File: config.mk
export PLATFORM = sky130hd
export DESIGN_NAME = frame_timing_gen
export DESIGN_NICKNAME = d
export VERILOG_FILES = /design/src/rtl/frame_timing_pkg.sv /design/src/rtl/ftg_geometry.sv /design/src/rtl/ftg_counters.sv /design/src/rtl/ftg_expo_ptr.sv /design/src/rtl/ftg_sync_decode.sv /design/src/rtl/frame_timing_gen.sv
export SDC_FILE = /design/constraint.sdc
export NUM_CORES = 1
export LEC_CHECK = 0
export ABC_AREA = 1
export BUFFER_PORTS_ARGS = -buffer_cell sky130_fd_sc_hd__buf_4
export CAP_MARGIN = 0
export CORE_ASPECT_RATIO = 0.75
export CORE_MARGIN = 1
export CORE_UTILIZATION = 54
export CTS_CLUSTER_SIZE = 10
export DETAILED_ROUTE_END_ITERATION = 16
export PLACE_DENSITY = 0.78
export REMOVE_ABC_BUFFERS = 1
export SYNTH_ARGS = -nofsm -noshare
export SYNTH_HDL_FRONTEND = slang
export SYNTH_SLANG_ARGS = --single-unit
File: constraint.sdc
create_clock -name clk -period 15.6 [get_ports clk]
set_input_delay 3.12 -clock clk [delete_from_list [all_inputs] [get_ports clk]]
set_output_delay 3.12 -clock clk [all_outputs]
set_load 0.1 [all_outputs]
File: src/rtl/frame_timing_pkg.sv
package frame_timing_pkg;
  localparam int FTG_CNT_W = 16;
  localparam int FTG_SZ_W  = 11;
  localparam int FTG_ROW_W = FTG_CNT_W + 1;

  typedef struct packed {
    logic [FTG_CNT_W-1:0] line_len;
    logic [FTG_ROW_W-1:0] frame_lines;
    logic [FTG_ROW_W-1:0] exp_lines;
    logic [FTG_CNT_W-1:0] exp_fine;
  } ftg_geom_t;
endpackage

File: src/rtl/ftg_geometry.sv
module ftg_geometry
  import frame_timing_pkg::*;
#(
  parameter int MIN_HBLANK = 16
) (
  input  logic                 clk,
  input  logic                 rst_n,
  input  logic [FTG_SZ_W-1:0]  out_width,
  input  logic [FTG_SZ_W-1:0]  out_height,
  input  logic [FTG_CNT_W-1:0] line_time,
  input  logic [FTG_CNT_W-1:0] vblank,
  input  logic [FTG_CNT_W-1:0] exp_lines,
  input  logic [FTG_CNT_W-1:0] exp_clks,
  output ftg_geom_t            geom,
  output logic                 exp_err
);
  localparam int PAD_W = FTG_CNT_W - FTG_SZ_W;

  logic [FTG_CNT_W-1:0] min_line;
  logic [FTG_ROW_W-1:0] lines_ext;
  logic                 too_long;
  logic                 err_q, err_d, err_en;

  // Effective line length and frame length
  always_comb begin
    min_line         = {{PAD_W{1'b0}}, out_width} + FTG_CNT_W'(MIN_HBLANK);
    geom.line_len    = (line_time < min_line) ? min_line : line_time;
    geom.frame_lines = {{(FTG_ROW_W-FTG_SZ_W){1'b0}}, out_height}
                     + {1'b0, vblank};
  end

  // Exposure limiting: coarse part below frame, fine part below one line
  always_comb begin
    lines_ext = {1'b0, exp_lines};
    too_long  = (lines_ext >= geom.frame_lines);
    if (too_long) begin
      geom.exp_lines = geom.frame_lines - FTG_ROW_W'(1);
      geom.exp_fine  = '0;
    end else begin
      geom.exp_lines = lines_ext;
      geom.exp_fine  = (exp_clks >= geom.line_len) ?
                       (geom.line_len - FTG_CNT_W'(1)) : exp_clks;
    end
  end

  always_comb begin
    err_en = too_long & ~err_q;
    err_d  = 1'b1;
  end

  always_ff @(posedge clk or negedge rst_n) begin
    if (!rst_n)      err_q <= 1'b0;
    else if (err_en) err_q <= err_d;
  end

  assign exp_err = err_q;
endmodule

File: src/rtl/ftg_counters.sv
module ftg_counters
  import frame_timing_pkg::*;
(
  input  logic                 clk,
  input  logic                 rst_n,
  input  logic                 restart,
  input  ftg_geom_t            geom,
  output logic [FTG_ROW_W-1:0] row,
  output logic [FTG_CNT_W-1:0] col
);
  logic [FTG_ROW_W-1:0] row_q, row_d;
  logic [FTG_CNT_W-1:0] col_q, col_d;
  logic                 line_end, frame_end, cnt_en;

  always_comb begin
    line_end  = (col_q >= geom.line_len - FTG_CNT_W'(1));
    frame_end = (row_q >= geom.frame_lines - FTG_ROW_W'(1));
    cnt_en    = 1'b1;
    col_d     = col_q;
    row_d     = row_q;
    if (restart) begin
      col_d = '0;
      row_d = '0;
    end else if (line_end) begin
      col_d = '0;
      row_d = frame_end ? '0 : row_q + FTG_ROW_W'(1);
    end else begin
      col_d = col_q + FTG_CNT_W'(1);
    end
  end

  always_ff @(posedge clk or negedge rst_n) begin
    if (!rst_n) begin
      col_q <= '0;
      row_q <= '0;
    end else if (cnt_en) begin
      col_q <= col_d;
      row_q <= row_d;
    end
  end

  assign row = row_q;
  assign col = col_q;
endmodule

File: src/rtl/ftg_expo_ptr.sv
module ftg_expo_ptr
  import frame_timing_pkg::*;
(
  input  ftg_geom_t            geom,
  input  logic [FTG_SZ_W-1:0]  out_height,
  input  logic [FTG_ROW_W-1:0] row,
  input  logic [FTG_CNT_W-1:0] col,
  output logic                 exp_reset,
  output logic [FTG_ROW_W-1:0] exp_row
);
  logic [FTG_CNT_W:0]   col_sum;
  logic                 carry;
  logic [FTG_CNT_W-1:0] lead_col;
  logic [FTG_ROW_W:0]   row_sum;
  logic [FTG_ROW_W-1:0] lead_row;

  // Lead pointer = read position + exposure, folded modulo the frame
  always_comb begin
    col_sum  = {1'b0, col} + {1'b0, geom.exp_fine};
    carry    = (col_sum >= {1'b0, geom.line_len});
    lead_col = carry ? FTG_CNT_W'(col_sum - {1'b0, geom.line_len})
                     : col_sum[FTG_CNT_W-1:0];
    row_sum  = {1'b0, row} + {1'b0, geom.exp_lines} + (FTG_ROW_W+1)'(carry);
    lead_row = (row_sum >= {1'b0, geom.frame_lines}) ?
               FTG_ROW_W'(row_sum - {1'b0, geom.frame_lines}) :
               row_sum[FTG_ROW_W-1:0];
    exp_row   = lead_row;
    exp_reset = (lead_col == '0) &&
                (lead_row < {{(FTG_ROW_W-FTG_SZ_W){1'b0}}, out_height});
  end
endmodule

File: src/rtl/ftg_sync_decode.sv
module ftg_sync_decode
  import frame_timing_pkg::*;
#(
  parameter int MIN_HBLANK = 16
) (
  input  logic [FTG_SZ_W-1:0]  out_width,
  input  logic [FTG_SZ_W-1:0]  out_height,
  input  logic [FTG_SZ_W-1:0]  win_x0,
  input  logic [FTG_SZ_W-1:0]  win_y0,
  input  logic [FTG_ROW_W-1:0] row,
  input  logic [FTG_CNT_W-1:0] col,
  output logic                 vsync,
  output logic                 hsync,
  output logic                 data_valid,
  output logic                 frame_start,
  output logic [FTG_SZ_W-1:0]  arr_x,
  output logic [FTG_SZ_W-1:0]  arr_y
);
  localparam int HS_TAIL = MIN_HBLANK / 2;

  logic active_row;
  logic [FTG_CNT_W-1:0] width_ext;

  always_comb begin
    width_ext   = {{(FTG_CNT_W-FTG_SZ_W){1'b0}}, out_width};
    active_row  = (row < {{(FTG_ROW_W-FTG_SZ_W){1'b0}}, out_height});
    vsync       = active_row;
    hsync       = active_row && (col < width_ext + FTG_CNT_W'(HS_TAIL));
    data_valid  = active_row && (col < width_ext);
    frame_start = (row == '0) && (col == '0);
    arr_x       = data_valid ? (win_x0 + col[FTG_SZ_W-1:0]) : '0;
    arr_y       = data_valid ? (win_y0 + row[FTG_SZ_W-1:0]) : '0;
  end
endmodule

File: src/rtl/frame_timing_gen.sv
module frame_timing_gen
  import frame_timing_pkg::*;
#(
  parameter int MIN_HBLANK = 16
) (
  input  logic                 clk,
  input  logic                 rst_n,
  input  logic                 restart,
  input  logic [FTG_SZ_W-1:0]  out_width,
  input  logic [FTG_SZ_W-1:0]  out_height,
  input  logic [FTG_SZ_W-1:0]  win_x0,
  input  logic [FTG_SZ_W-1:0]  win_y0,
  input  logic [FTG_CNT_W-1:0] line_time,
  input  logic [FTG_CNT_W-1:0] vblank,
  input  logic [FTG_CNT_W-1:0] exp_lines,
  input  logic [FTG_CNT_W-1:0] exp_clks,
  output logic                 vsync,
  output logic                 hsync,
  output logic                 data_valid,
  output logic                 frame_start,
  output logic [FTG_ROW_W-1:0] row,
  output logic [FTG_CNT_W-1:0] col,
  output logic [FTG_SZ_W-1:0]  arr_x,
  output logic [FTG_SZ_W-1:0]  arr_y,
  output logic                 exp_reset,
  output logic [FTG_ROW_W-1:0] exp_row,
  output logic                 exp_err
);
  logic      rst_meta, rst_sync_n;
  ftg_geom_t geom;

  // Asynchronous assert, synchronous release
  always_ff @(posedge clk or negedge rst_n) begin
    if (!rst_n) begin
      rst_meta   <= 1'b0;
      rst_sync_n <= 1'b0;
    end else begin
      rst_meta   <= 1'b1;
      rst_sync_n <= rst_meta;
    end
  end

  ftg_geometry #(.MIN_HBLANK(MIN_HBLANK)) u_geom (
    .clk(clk), .rst_n(rst_sync_n),
    .out_width(out_width), .out_height(out_height),
    .line_time(line_time), .vblank(vblank),
    .exp_lines(exp_lines), .exp_clks(exp_clks),
    .geom(geom), .exp_err(exp_err)
  );

  ftg_counters u_cnt (
    .clk(clk), .rst_n(rst_sync_n), .restart(restart),
    .geom(geom), .row(row), .col(col)
  );

  ftg_expo_ptr u_expo (
    .geom(geom), .out_height(out_height), .row(row), .col(col),
    .exp_reset(exp_reset), .exp_row(exp_row)
  );

  ftg_sync_decode #(.MIN_HBLANK(MIN_HBLANK)) u_dec (
    .out_width(out_width), .out_height(out_height),
    .win_x0(win_x0), .win_y0(win_y0), .row(row), .col(col),
    .vsync(vsync), .hsync(hsync), .data_valid(data_valid),
    .frame_start(frame_start), .arr_x(arr_x), .arr_y(arr_y)
  );
endmodule

## After elaboration in Yosys (flattened, before gate mapping)

Index checks and enable logic that the tools add are counted.

| word-level totals | value |
|---|---|
| register bits | 36 |
| latch bits | 0 |
| memory bits (writable) | 0 |
| bits in read-only memories | 0 |
| bits of input ports | 111 |
| output and inout port bits | 78 |
| logic and storage cells | 52 |
| memories kept | 0 |

| cells by class | value |
|---|---|
| add/subtract/negate cells | 14 |
| $mul | 0 |
| divide/modulo/power cells | 0 |
| magnitude comparators | 11 |
| equality and inequality tests | 0 |
| shifts and indexed selects | 0 |
| multiplexer cells | 12 |
| bitwise logic cells | 2 |
| reduce and logical (&&, ||, !) cells | 8 |

Operator list:

| kind | count |
|---|---|
| $mux W16 | 5 |
| $mux W17 | 4 |
| $lt A17 B11 Y1 | 2 |
| $mux W33 | 1 |
| $ge A16 B16 Y1 | 2 |
| $logic_not A16 Y1 | 2 |
| $lt A16 B16 Y1 | 2 |
| $add A11 B11 Y11 | 2 |
| $mux W11 | 2 |
| $add A17 B17 Y18 | 1 |
| $add A18 B1 Y18 | 1 |
| $ge A18 B17 Y1 | 1 |
| $add A11 B16 Y17 | 1 |
| $add A16 B16 Y17 | 1 |
| $add A17 B1 Y17 const B | 1 |
| $ge A16 B17 Y1 | 1 |
| $ge A17 B16 Y1 | 1 |
| $ge A17 B17 Y1 | 1 |
| $logic_not A17 Y1 | 1 |
| $sub A17 B1 Y17 const B | 1 |
| $sub A17 B17 Y17 | 1 |
| $add A16 B1 Y16 const B | 1 |
| $lt A16 B11 Y1 | 1 |
| $sub A16 B1 Y16 const B | 1 |
| other kinds (7) | 10 |

## Logic depth before layout (Yosys ltp)

| depth | value |
|---|---|
| depth after elaboration | 13 |
| mapped depth | 81 |

## Modules after synthesis

From an unflattened synthesis, not the netlist that was laid out.

| second synthesis, totals | value |
|---|---|
| cells, all modules | 2,288 |
| area, all modules | 13,441.6 µm² |

Modules (own cells, without submodules):

| module | instances | cells each | area each (µm²) | seq. area each (µm²) |
|---|---|---|---|---|
| ftg_expo_ptr | 1 | 787 | 4,330.4 | 0.0 |
| ftg_counters | 1 | 509 | 3,429.5 | 825.8 |
| ftg_geometry | 1 | 617 | 3,425.8 | 25.0 |
| ftg_sync_decode | 1 | 372 | 2,202.1 | 0.0 |
| frame_timing_gen | 1 | 3 | 53.8 | 50.0 |

## Worst setup path before layout

Ideal clock, no wire load.

| timing | value |
|---|---|
| path type | input to output |
| start | input port out_width[4] |
| end | output port exp_reset |
| arrival time | 16,251 ps |
| required time | 12,480 ps |
| slack | -3,771 ps |
| stages on the path | 72 |
| path buffers | 4 |
| cells stage by stage | ha_1 -> nand2_2 -> inv_2 -> nor2_1 -> inv_1 -> ha_1 -> inv_1 -> o31a_1 -> nand2_1 -> nand3_4 -> nand2_4 -> buf_6 -> nand2_1 -> nand2_1 -> inv_2 -> ha_1 -> a21oi_1 -> o21ai_0 -> [36 not listed] -> nand2_1 -> nand2_1 -> nand2_1 -> nand2_1 -> nand2_1 -> nand2_2 -> inv_1 -> clkbuf_1 -> o21ai_0 -> ha_1 -> a21oi_1 -> nor2_1 -> a211oi_1 -> o221a_2 -> nand2_1 -> nand2_1 -> nand2_1 -> nor2_1 |

| between the ends | value |
|---|---|
| word-level cells in the longest chain between the ends | 13 |

RTL lines:

| item | RTL line | text |
|---|---|---|
| start, declared | frame_timing_gen.sv:9 | `input logic [FTG_SZ_W-1:0] out_width,` |
| $add A11 B5 Y12 * | ftg_geometry.sv:26 | `min_line = {{PAD_W{1'b0}}, out_width} + FTG_CNT_W'(MIN_HBLANK);` |
| $lt A16 B16 Y1 | ftg_geometry.sv:27 | `geom.line_len = (line_time < min_line) ? min_line : line_time;` |
| $mux W16 * | ftg_geometry.sv:27 |  |
| $sub A16 B1 Y16 or $ge A16 B16 Y1 (tied branches) | ftg_geometry.sv:42, ftg_geometry.sv:41 |  |
| $mux W16 | ftg_geometry.sv:41 | `geom.exp_fine = (exp_clks >= geom.line_len) ?` |
| $mux W33 | ftg_geometry.sv:36 | `if (too_long) begin` |
| $add A16 B16 Y17 | ftg_expo_ptr.sv:19 | `col_sum = {1'b0, col} + {1'b0, geom.exp_fine};` |
| $ge A17 B16 Y1 * | ftg_expo_ptr.sv:20 | `carry = (col_sum >= {1'b0, geom.line_len});` |
| $add A18 B1 Y18 * | ftg_expo_ptr.sv:23 | `row_sum = {1'b0, row} + {1'b0, geom.exp_lines} + (FTG_ROW_W+1)'(carry);` |
| $sub A17 B17 Y17 or $ge A18 B17 Y1 (tied branches) | ftg_expo_ptr.sv:25, ftg_expo_ptr.sv:24 |  |
| $mux W17 * | ftg_expo_ptr.sv:24 | `lead_row = (row_sum >= {1'b0, geom.frame_lines}) ?` |
| named net exp_row[2] | frame_timing_gen.sv:26 | `output logic [FTG_ROW_W-1:0] exp_row,` |
| $lt A17 B11 Y1 * | ftg_expo_ptr.sv:29 | `(lead_row < {{(FTG_ROW_W-FTG_SZ_W){1'b0}}, out_height});` |
| $logic_and A1 B1 Y1 * | ftg_expo_ptr.sv:28 | `exp_reset = (lead_col == '0) &&` |
| end, declared | frame_timing_gen.sv:25 | `output logic exp_reset,` |

The timed path passes the listed nets; every way through them passes the cells marked *.

## Worst setup path after layout

| timing | value |
|---|---|
| start | input port out_width[4] |
| end | output port exp_reset |

| between the ends | value |
|---|---|
| word-level cells in the longest chain between the ends | 13 |

RTL lines:

| item | RTL line |
|---|---|
| $add A11 B5 Y12 * | ftg_geometry.sv:26 |
| $lt A16 B16 Y1 | ftg_geometry.sv:27 |
| $mux W16 * | ftg_geometry.sv:27 |
| $sub A16 B1 Y16 or $ge A16 B16 Y1 (tied branches) | ftg_geometry.sv:42, ftg_geometry.sv:41 |
| $mux W16 | ftg_geometry.sv:41 |
| $mux W33 | ftg_geometry.sv:36 |
| $add A16 B16 Y17 | ftg_expo_ptr.sv:19 |
| $ge A17 B16 Y1 | ftg_expo_ptr.sv:20 |
| $add A18 B1 Y18 | ftg_expo_ptr.sv:23 |
| $sub A17 B17 Y17 or $ge A18 B17 Y1 (tied branches) | ftg_expo_ptr.sv:25, ftg_expo_ptr.sv:24 |
| $mux W17 | ftg_expo_ptr.sv:24 |
| $lt A17 B11 Y1 | ftg_expo_ptr.sv:29 |
| $logic_and A1 B1 Y1 * | ftg_expo_ptr.sv:28 |

Every way passes the cells marked *; elsewhere a longest branch is shown, timed or not.

==> reports/qor.json <==
{
  "synthesis": {
    "yosysTopAreaCellShare": 0.2393,
    "post_synth_instance_area_um2": 11350,
    "seq_area_frac_synth": 0.07938,
    "avgSynthCellArea_um2": 6.191,
    "synth_top_family_by_area": "simple AND/OR/NAND/NOR gates",
    "synthSimpleGateAreaFrac": 0.3372,
    "ys_top_cells_by_area": "ha_1 (24%), nand2_1 (14%), inv_1 (8.3%)",
    "synth.yosys.warnings": 0,
    "synth_ff_type": "dfrtp_1",
    "postSynthCellCount": 1833,
    "synth.top_cells.by_count": "nand2_1 (418), inv_1 (251), ha_1 (217), nor2_1 (177), a21oi_1 (155)",
    "synthArstFlopShare": 1.000,
    "synthMuxAreaShare": 0,
    "most_repeated_cell_in_the_gate_level_netlist_after_synthesis": "nand2_1",
    "ys_types": 57,
    "synth_fa_ha_area_frac": 0.2534,
    "compound_gate_fraction_of_synth_area": 0.1573,
    "synth.ff_latch_count": 36,
    "synth_enable_flop_cells": 0,
    "synth.largest_area_cell": "ha_1",
    "synth-xor-area-share": 0.07619
  },
  "power_and_ir_drop": {
    "leakagePower_nw": 9.313,
    "ir_drop_uv": 268.0,
    "powerDensity_nw_per_um2": 101.9
  },
  "grt": {
    "pin_count_of_the_biggest_net_entering_global_routing": 36,
    "grt_remaining_overflow": 0,
    "first_global_vias": 14210,
    "antenna_found_initial": 0,
    "grt_pass1_wl_mm": 73.08,
    "groute.usage.overall": 0.4305
  },
  "cells_and_area": {
    "syn_to_final_growth_pct": 53.45,
    "layout_cells_sized_above_1": 0.3447,
    "num-nets-final": 2720,
    "final-instance-count-excl-fill": 2667,
    "n_antenna_cell": 0,
    "postLayoutCoreUtil": 0.8520
  },
  "timing": {
    "clock_skew_ns": 0.001251,
    "finalCriticalPeriod_ns": 16.50,
    "max_slew_margin": 0.5070,
    "finalMaxSlewViolations": 0,
    "fin_setup_tns_ns": -0.9553,
    "fin_crit_sh": 1.057,
    "hold_ws_ns": 0.2847,
    "max_clock_freq_mhz": 60.62,
    "final_hold_viol_count": 0,
    "rsz0062_at_grt": "yes",
    "slew_at_the_pin_with_the_worst_max_slew_slack_ns": 0.7368,
    "number_of_endpoints_failing_setup_at_the_final_stage": 3,
    "setup_slack_ns": -0.8962
  },
  "worst_setup_path": {
    "crit_type": "primary input to output pin",
    "slowest_stage": "fa_2",
    "max_stage_delay_ns": 0.37,
    "worst_setup_path_start_kind": "primary input",
    "endpoint_kind": "output pin",
    "required_ns": 12.48,
    "cp_max_fo": 7,
    "crit_path_frequent_cell": "nand2_1",
    "worst_ep_arrival_time_ns": 13.38
  },
  "floorplanning": {
    "vertical_die_dimension_um": 127.5,
    "placement_rows": 45,
    "core_region_area_um2": 20440,
    "top_level_ports": 189,
    "fp.dieW_um": 169.4,
    "floorplan.initialDensity": 0.5552,
    "dieArea_um2": 21610
  },
  "clock_network": {
    "clk_latency_ns": 0.28,
    "cts.path.max_buffers": 2,
    "worst_setup_hold_path_clk_slew_ns": 0.05,
    "numClockSinks": 36,
    "clock_tree_from_tritoncts": "yes",
    "root_buffer": "clkbuf_16",
    "h-tree-depth": 2,
    "cts_made_buffers": 5
  },
  "placed_design": {
    "place.port_buffers": 188,
    "last_weighted_congestion_value_of_the_routability_driven_placer": 1.018,
    "dp_cell_count": 2593,
    "place.detailed.hpwl_mm": 37.34
  },
  "detailed_routing": {
    "via_count": 15690,
    "vias_per_cell": 5.883,
    "ant_nets": 0,
    "avgRoutedWirePerCell_um": 19.16,
    "detailedRoute.firstIterationViolations": 2338,
    "route.final.wire_length_mm": 51.10,
    "drt_first_pass_iters": 8,
    "drc_errors": 0
  },
  "status": {
    "result_of_the_run": "complete, but fails checks",
    "violations": "negative setup slack"
  },
  "min_path": {
    "hold_class": "flip-flop to asynchronous set/reset pin"
  },
  "flow_run": {
    "max_cap_violations": 0
  }
}
[path summary, 6_finish.rpt]
| kind | from | endpoint | slack, ns | cells after the start |
|---|---|---|---|---|
| max reg2reg | u_cnt.col[15]$_DFF_PN0_ | u_cnt.row[11]$_DFFE_PN0P_ | 11.81 | 11 |
| min | rst_sync_n$_DFF_PN0_ | u_cnt.col[2]$_DFF_PN0_ | 0.28 | 1 |
| min in group clk | rst_meta$_DFF_PN0_ | rst_sync_n$_DFF_PN0_ | 0.35 | 0 |
| min reg2reg | rst_sync_n$_DFF_PN0_ | u_cnt.col[2]$_DFF_PN0_ | 0.28 | 1 |
| max | out_width[4] | exp_reset | -0.90 | 73 |
| max in group asynchronous | rst_n | rst_meta$_DFF_PN0_ | 12.91 | 1 |
[power by group]
part | leakage, nW | internal, mW | total (mW) | switching, mW
registers | 0.489 | 0.0954 | 0.102 | 0.00654
logic | 8.75 | 0.625 | 1.57 | 0.946
clock network | 0.0701 | 0.0635 | 0.101 | 0.0374
total | 9.31 | 0.784 | 1.77 | 0.990
[layout make-up]
class / count / area, um2
well taps: 282 / 352.8
inverters: 261 / 989.7
fillers: 1246 / 3024
flip-flops and latches: 36 / 900.9
repair buffers: 566 / 4509
clock inverters: 1 / 7.507
multi-input cells: 1514 / 10510
clock buffers: 7 / 142.6
[routing by layer]
metal  vias up  routed length [um]  track usage
met2      1096               21420       0.6580
met5         -                   0            0
met1      7187               21330       0.6200
li1       7215                   -            -
met3       192                6463      0.08922
met4         0                1885      0.08850
[timing repair]
item | in CTS | in global routing
hold buffers | 0 | 0
resized for setup | 146 | 150
setup endpoints to repair | 18 | 18
cloned | 4 | 0
setup buffers | 48 | 26
pin swaps | 67 | 92
[critical path: cells and delay by family]
family          cells  cell delay, ns
simple gates       29            2.62
buf+inv            20            2.43
fa+ha+maj           8            2.36
compound gates     13            2.14
xor+xnor            3            0.70
[state kept, by name, indices dropped and copies added (netlist names)]
| register | count |
|---|---|
| u_geom.exp_err | 1 |
| u_cnt.col | 16 |
| rst_sync_n | 1 |
| rst_meta | 1 |
| u_cnt.row | 17 |
[through the flow]
stage	power (mW)	area, um2	setup slack (ns)
2_1_floorplan	0.8666	11240	-4.978
3_3_place_gp	1.357	15380	-1.202
3_5_place_dp	1.378	15380	-1.556
4_1_cts	1.595	16630	-0.3819
5_1_grt	1.857	17410	-1.251
6_report	1.774	17410	-0.8962
[cell families (layout without fill, tap and decap cells)]
kind of cell             after synthesis  after routing
adder cells (fa/ha/maj)              225            225
other                                  1              1
AND/OR/NAND/NOR                      868            869
flip-flops                            36             36
buffers and inverters                284            835
XOR/XNOR                              97             97
AO/OA/AOI/OAI                        322            322
[cell usage in the layout, fill, tap and decap left out, types with 6 or more instances in the layout]
| master | instances |
|---|---|
| nand3_1 | 102 |
| buf_6 | 22 |
| o21ai_1 | 15 |
| nor2_1 | 164 |
| nand2_4 | 8 |
| ha_1 | 181 |
| nand2_1 | 373 |
| nor3b_1 | 7 |
| nor4_1 | 7 |
| xor2_1 | 62 |
| ha_4 | 30 |
| nor3_1 | 46 |
| ha_2 | 6 |
| xnor2_1 | 22 |
| o21ai_0 | 79 |
| nand3_4 | 7 |
| o211ai_1 | 14 |
| o21ai_2 | 7 |
| and2_1 | 7 |
| nor2_2 | 19 |
| nor2_4 | 9 |
| a21oi_1 | 131 |
| a21oi_4 | 6 |
| buf_4 | 529 |
| inv_1 | 235 |
| nand3_2 | 16 |
| dfrtp_1 | 36 |
| inv_2 | 20 |
| nand4_1 | 28 |
| buf_12 | 9 |
| o21bai_1 | 9 |
| xor2_2 | 8 |
| a21oi_2 | 19 |
| nand2_2 | 57 |
Note: power is estimated with default switching activity, not from simulation.
